$ cat config.mk
export PLATFORM = sky130hd
export DESIGN_NAME = regacc_frame_ctrl
export DESIGN_NICKNAME = d
export VERILOG_FILES = /design/src/rtl/regacc_pkg.sv /design/src/rtl/regacc_regfile.sv /design/src/rtl/regacc_ctrl.sv /design/src/rtl/regacc_tx.sv /design/src/rtl/regacc_frame_ctrl.sv
export SDC_FILE = /design/constraint.sdc
export NUM_CORES = 1
export LEC_CHECK = 0
export BUFFER_PORTS_ARGS = -buffer_cell sky130_fd_sc_hd__buf_4
export CAP_MARGIN = 25
export CELL_PAD_IN_SITES_DETAIL_PLACEMENT = 0
export CELL_PAD_IN_SITES_GLOBAL_PLACEMENT = 1
export CORE_MARGIN = 1.5
export CORE_UTILIZATION = 53
export DETAILED_ROUTE_END_ITERATION = 7
export PLACE_DENSITY_LB_ADDON = 0.1
export SKIP_LAST_GASP = 1
export SLEW_MARGIN = 20
export SYNTH_ARGS = -nofsm -noshare
export SYNTH_HDL_FRONTEND = slang
export SYNTH_SLANG_ARGS = --single-unit
$ cat constraint.sdc
create_clock -name clk_i -period 4.44 [get_ports clk_i]
set_clock_uncertainty 0.2 [all_clocks]
set_input_delay 0.888 -clock clk_i [delete_from_list [all_inputs] [get_ports clk_i]]
set_output_delay 0.888 -clock clk_i [all_outputs]
set_load 0.02 [all_outputs]
$ cat src/rtl/regacc_pkg.sv
package regacc_pkg;
  localparam int CMD_W = 4;

  typedef enum logic [2:0] {
    ST_IDLE    = 3'd0,
    ST_GET_HDR = 3'd1,
    ST_GET_DAT = 3'd2,
    ST_SET_DAT = 3'd3,
    ST_SND_HDR = 3'd4,
    ST_SND_DAT = 3'd5,
    ST_SND_FTR = 3'd6
  } state_e;

  localparam logic [CMD_W-1:0] CMD_RD = 4'd0;
  localparam logic [CMD_W-1:0] CMD_WR = 4'd1;
endpackage

$ cat src/rtl/regacc_regfile.sv
module regacc_regfile #(
  parameter int DATA_W   = 8,
  parameter int ADDR_W   = 4,
  parameter int NUM_REGS = 8
) (
  input  logic              clk_i,
  input  logic              rst_ni,
  input  logic              wr_en_i,
  input  logic [ADDR_W-1:0] addr_i,
  input  logic [DATA_W-1:0] wr_data_i,
  output logic [DATA_W-1:0] rd_data_o,
  output logic              addr_ok_o
);
  localparam logic [ADDR_W:0] NUM_L = (ADDR_W+1)'(NUM_REGS);

  logic [DATA_W-1:0] regs_q [NUM_REGS];

  assign addr_ok_o = {1'b0, addr_i} < NUM_L;

  for (genvar g = 0; g < NUM_REGS; g++) begin : g_reg
    always_ff @(posedge clk_i or negedge rst_ni) begin
      if (!rst_ni)
        regs_q[g] <= '0;
      else if (wr_en_i && addr_i == ADDR_W'(g))
        regs_q[g] <= wr_data_i;
    end
  end

  always_comb begin
    rd_data_o = '0;
    for (int i = 0; i < NUM_REGS; i++)
      if (addr_i == ADDR_W'(i)) rd_data_o = regs_q[i];
  end
endmodule

$ cat src/rtl/regacc_ctrl.sv
module regacc_ctrl
  import regacc_pkg::*;
#(
  parameter int DATA_W = 8
) (
  input  logic              clk_i,
  input  logic              rst_ni,
  input  logic [DATA_W-1:0] in_data_i,
  input  logic              in_valid_i,
  input  logic              in_first_i,
  input  logic              in_last_i,
  output logic              in_ready_o,
  input  logic              out_valid_i,
  input  logic              out_ready_i,
  input  logic [DATA_W-1:0] rd_data_i,
  input  logic              addr_ok_i,
  output logic              wr_en_o,
  output state_e            state_o,
  output logic [DATA_W-1:0] hdr_o,
  output logic [DATA_W-1:0] dat_o,
  output logic              err_o,
  output logic              gap_o
);
  state_e            state_q, state_d;
  logic [DATA_W-1:0] hdr_q, hdr_d, dat_q, dat_d;
  logic              err_q, err_d, gap_q, gap_d;
  logic              in_acc, out_acc;
  logic [CMD_W-1:0]  in_cmd, hdr_cmd;

  assign in_cmd  = in_data_i[CMD_W-1:0];
  assign hdr_cmd = hdr_q[CMD_W-1:0];

  always_comb begin
    unique case (state_q)
      ST_GET_HDR: in_ready_o = in_first_i;
      ST_SET_DAT: in_ready_o = 1'b1;
      default:    in_ready_o = 1'b0;
    endcase
  end

  assign in_acc  = in_valid_i && in_ready_o;
  assign out_acc = out_valid_i && out_ready_i;
  assign wr_en_o = (state_q == ST_SET_DAT) && in_acc && in_last_i && addr_ok_i;

  always_comb begin
    state_d = state_q;
    hdr_d   = hdr_q;
    dat_d   = dat_q;
    err_d   = err_q;
    gap_d   = out_acc;
    unique case (state_q)
      ST_IDLE: state_d = ST_GET_HDR;
      ST_GET_HDR: if (in_acc) begin
        hdr_d = in_data_i;
        if (in_cmd == CMD_RD && in_last_i)       state_d = ST_GET_DAT;
        else if (in_cmd == CMD_WR && !in_last_i) state_d = ST_SET_DAT;
        else                                     state_d = ST_IDLE;
      end
      ST_GET_DAT: begin
        dat_d   = addr_ok_i ? rd_data_i : '0;
        err_d   = !addr_ok_i;
        state_d = ST_SND_HDR;
      end
      ST_SET_DAT: if (in_acc) begin
        if (in_last_i) begin
          err_d   = !addr_ok_i;
          state_d = ST_SND_HDR;
        end else begin
          state_d = ST_IDLE;  // unterminated write: drop frame
        end
      end
      ST_SND_HDR: if (out_acc) state_d = (hdr_cmd == CMD_RD) ? ST_SND_DAT : ST_SND_FTR;
      ST_SND_DAT: if (out_acc) state_d = ST_SND_FTR;
      ST_SND_FTR: if (out_acc) begin
        err_d   = 1'b0;
        state_d = ST_IDLE;
      end
      default: state_d = ST_IDLE;
    endcase
  end

  always_ff @(posedge clk_i or negedge rst_ni) begin
    if (!rst_ni) begin
      state_q <= ST_IDLE;
      hdr_q   <= '0;
      dat_q   <= '0;
      err_q   <= 1'b0;
      gap_q   <= 1'b0;
    end else begin
      state_q <= state_d;
      hdr_q   <= hdr_d;
      dat_q   <= dat_d;
      err_q   <= err_d;
      gap_q   <= gap_d;
    end
  end

  assign state_o = state_q;
  assign hdr_o   = hdr_q;
  assign dat_o   = dat_q;
  assign err_o   = err_q;
  assign gap_o   = gap_q;
endmodule

$ cat src/rtl/regacc_tx.sv
module regacc_tx
  import regacc_pkg::*;
#(
  parameter int DATA_W = 8
) (
  input  state_e            state_i,
  input  logic              gap_i,
  input  logic [DATA_W-1:0] hdr_i,
  input  logic [DATA_W-1:0] dat_i,
  input  logic              err_i,
  output logic [DATA_W-1:0] out_data_o,
  output logic              out_valid_o,
  output logic              out_first_o,
  output logic              out_last_o
);
  logic send_st;

  assign send_st     = state_i inside {ST_SND_HDR, ST_SND_DAT, ST_SND_FTR};
  assign out_valid_o = send_st && !gap_i;
  assign out_first_o = out_valid_o && (state_i == ST_SND_HDR);
  assign out_last_o  = out_valid_o && (state_i == ST_SND_FTR);

  always_comb begin
    unique case (state_i)
      ST_SND_HDR: out_data_o = hdr_i;
      ST_SND_DAT: out_data_o = dat_i;
      ST_SND_FTR: out_data_o = {{(DATA_W-1){1'b0}}, err_i};
      default:    out_data_o = '0;
    endcase
  end
endmodule

$ cat src/rtl/regacc_frame_ctrl.sv
module regacc_frame_ctrl
  import regacc_pkg::*;
#(
  parameter int DATA_W   = 8,
  parameter int NUM_REGS = 8
) (
  input  logic              clk_i,
  input  logic              rst_ni,
  input  logic [DATA_W-1:0] in_data_i,
  input  logic              in_valid_i,
  input  logic              in_first_i,
  input  logic              in_last_i,
  output logic              in_ready_o,
  output logic [DATA_W-1:0] out_data_o,
  output logic              out_valid_o,
  output logic              out_first_o,
  output logic              out_last_o,
  input  logic              out_ready_i
);
  localparam int ADDR_W = DATA_W - CMD_W;

  state_e            state_w;
  logic [DATA_W-1:0] hdr_w, dat_w, rd_data_w;
  logic              err_w, gap_w, wr_en_w, addr_ok_w;

  regacc_ctrl #(.DATA_W(DATA_W)) u_ctrl (
    .clk_i      (clk_i),
    .rst_ni     (rst_ni),
    .in_data_i  (in_data_i),
    .in_valid_i (in_valid_i),
    .in_first_i (in_first_i),
    .in_last_i  (in_last_i),
    .in_ready_o (in_ready_o),
    .out_valid_i(out_valid_o),
    .out_ready_i(out_ready_i),
    .rd_data_i  (rd_data_w),
    .addr_ok_i  (addr_ok_w),
    .wr_en_o    (wr_en_w),
    .state_o    (state_w),
    .hdr_o      (hdr_w),
    .dat_o      (dat_w),
    .err_o      (err_w),
    .gap_o      (gap_w)
  );

  regacc_regfile #(.DATA_W(DATA_W), .ADDR_W(ADDR_W), .NUM_REGS(NUM_REGS)) u_regs (
    .clk_i    (clk_i),
    .rst_ni   (rst_ni),
    .wr_en_i  (wr_en_w),
    .addr_i   (hdr_w[DATA_W-1:CMD_W]),
    .wr_data_i(in_data_i),
    .rd_data_o(rd_data_w),
    .addr_ok_o(addr_ok_w)
  );

  regacc_tx #(.DATA_W(DATA_W)) u_tx (
    .state_i    (state_w),
    .gap_i      (gap_w),
    .hdr_i      (hdr_w),
    .dat_i      (dat_w),
    .err_i      (err_w),
    .out_data_o (out_data_o),
    .out_valid_o(out_valid_o),
    .out_first_o(out_first_o),
    .out_last_o (out_last_o)
  );
endmodule

==> flow_summary.toml <==
[critical_path]
crit_buf_inv = 2
slowest_stage = "dfrtp_1"
cp.arrival_ns = 1.90
path_max_fanout = 13
cp_data_required_time_ns = 3.35
crit_chain = "clkinv_1 > or3_1 > nor2_1 > buf_4"
path_delay_family = "flip-flops"
critPathLaunchType = "register"
slowest_delay_ns = 0.59
critPathCaptureType = "primary output"
path_class = "reg2out"

[sta]
slew_headroom_pct = 45.6
hold_viol = 0
setup_viol = 0
drv_slew = 0
fin_setup_tns_ns = 0
rsz0062_at_grt = "no"
tightestPinTransition_ns = 0.815
fmax_mhz = 335
period_share_pct = 67.3
timing.hold.ws_ns = 0.245
min_period_ns = 2.99

[drt]
viasPerCell = 5.81
ant_nets = 0
routed-via-count = 2862
drc = 0
drt_iter0_drc = 187
wl_per_cell_um = 18.8
first_pass_iters = 4
wl_mm = 9.28

[clock_tree]
cts_setup_buffers = 0
cts.sinks = 85
cts_hold_buffers = 0
cts_root_buf = "clkbuf_8"
cts_tree = "built"
htree_levels = 3
path_clk_slew_ns = 0.09
clockBufferDepth = 2
clk_latency_ns = 0.36
cts_made_buffers = 9
cts-resized-gates = 0

[grt]
grt_max_degree = 57
grt.total_usage_pct = 23.5
grt_pass1_vias = 2788
gr-total-overflow = 0
antenna_found_initial = 0
grt_pass1_wl_mm = 15.3

[synthesis]
ys_ff_latch = 85
synth_area_leaders = "dfrtp_1, mux2_2, mux2i_1"
synth.distinct_cells = 50
yosysSeqAreaShare_pct = 49.5
synth_top_area_cell = "dfrtp_1"
synth_top_area_share_pct = 49.5
synthCells = 367
syn-num-nets = 381
yosys_warnings = 0
post_synth.cell_area_avg_um2 = 11.7
netlist_area_um2 = 4290

[floorplan]
pin_count = 26
die_w_um = 93.0
start_util_pct = 55.3
die_area_um2 = 8650
die_h_um = 93.0
core_um2 = 7770
fp-row-count = 32

[status]
status = "complete, no violations"

[power_and_ir_drop]
pwr_density_cell_nw_per_um2 = 612
p_leak_uw = 0.00225
ir_worst_vdd_v = 0.000345
total_power_uw = 2910

[layout]
final_common_cell = "dfrtp_1"
num_antenna_cells = 0
fin_nets = 400
area_growth_pct = 10.7
layout_common_cells = "dfrtp_1, mux2_2, nor2_1, buf_4, mux2i_1"
drive_gt1_share_pct = 35.0
final_util_pct = 61.2
stdcell_area_um2 = 4750

[placed_design]
port-buffer-count = 25
place_area_um2 = 4550
routabilityCongestion = 0.790
hpwl_mm = 6.38

[min_path]
hold_class = "in2async"

[flow_run]
maxCapViolCount = 0
==> worst reg2reg max path, delay by kind of cell (launching register included) <==
family / cells / cell delay (ns)
mux: 1 / 0.38
simple gates: 3 / 0.87
flops: 1 / 0.88
==> synthesized netlist by cell type (all sizes together) <==
| cell | n |
|---|---|
| o41a | 1 |
| a311oi | 1 |
| nor2b | 7 |
| xor2 | 1 |
| and4 | 1 |
| a21boi | 6 |
| nor3 | 3 |
| a31oi | 6 |
| a211oi | 1 |
| a21oi | 14 |
| or4b | 1 |
| o31ai | 2 |
| buf | 16 |
| clkinv | 1 |
| dfrtp | 85 |
| and3b | 1 |
| o22ai | 5 |
| nand2b | 3 |
| mux2i | 23 |
| clkbuf | 4 |
| and2 | 1 |
| nor4 | 3 |
| nor2 | 33 |
| a221oi | 1 |
| or2 | 1 |
| o41ai | 1 |
| o211ai | 6 |
| nor4b | 1 |
| a22oi | 1 |
| nand3 | 4 |
| inv | 9 |
| mux2 | 78 |
| and3 | 1 |
| o2bb2ai | 2 |
| or3 | 3 |
| o21ai | 16 |
| nand2 | 13 |
| a41oi | 1 |
| or3b | 2 |
| nor3b | 8 |
==> cell families (layout without fill, tap and decap cells) <==
| family | Yosys count | count (layout) | synth area share [%] |
|---|---|---|---|
| DFF | 85 | 85 | 49.5 |
| buffers and inverters | 30 | 54 | 3.23 |
| muxes | 101 | 101 | 25.8 |
| xor gates and xnor gates | 1 | 1 | 0.204 |
| AOI/OAI and AO/OA | 64 | 64 | 9.38 |
| and+or+nand+nor | 86 | 86 | 11.8 |
==> sequential cells by signal (all words and copies together) (netlist names) <==
register        cells
u_ctrl.dat_o        8
u_ctrl.err_o        1
u_ctrl.gap_o        1
u_ctrl.hdr_o        8
u_ctrl.state_o      3
u_regs.regs_q      64
==> through the flow <==
stage,cells,worst slack (ns)
floorplan,367,2.05
global placement,476,1.90
detailed placement,477,1.86
CTS,493,1.45
global route,493,1.29
finish,493,1.45
==> area by class of cell <==
class | count | area, um2
Tap cell | 102 | 128
Clock buffer | 9 | 124
Inverter | 10 | 37.5
Clock inverter | 7 | 78.8
Fill cell | 664 | 3010
Timing Repair Buffer | 28 | 230
Multi-Input combinational cell | 252 | 2030
Sequential cell | 85 | 2130
==> metal layers <==
layer  GRT usage (%)  vias up  share of wire (%)
met5               0        -                  0
met4            5.30        0               0.92
met3            5.85        7                3.6
met2            35.7       52                 47
met1            34.1     1432                 49
li1                -     1371                  -
==> power by group <==
group | switching, uW | internal (uW) | leakage, uW | total, uW
clock network | 298 | 268 | 0.000105 | 567
registers | 252 | 1010 | 0.00114 | 1260
logic | 562 | 518 | 0.00101 | 1080
total | 1110 | 1800 | 0.00225 | 2910
==> final timing paths <==
path,startpoint,to,slack (ns),cells after the start
worst max-delay path,u_ctrl.state_o[1],out_last_o,1.45,4
worst min-delay path,rst_ni,u_regs.regs_q[9],0.25,1
worst max register to register,u_ctrl.state_o[0],u_regs.regs_q[19],2.01,4
worst min register to register,u_regs.regs_q[45],u_regs.regs_q[45],0.31,1
max in group asynchronous,rst_ni,u_regs.regs_q[27],3.19,2
min in group clk_i,u_regs.regs_q[45],u_regs.regs_q[45],0.31,1
Power figures use the tool's default switching activity.
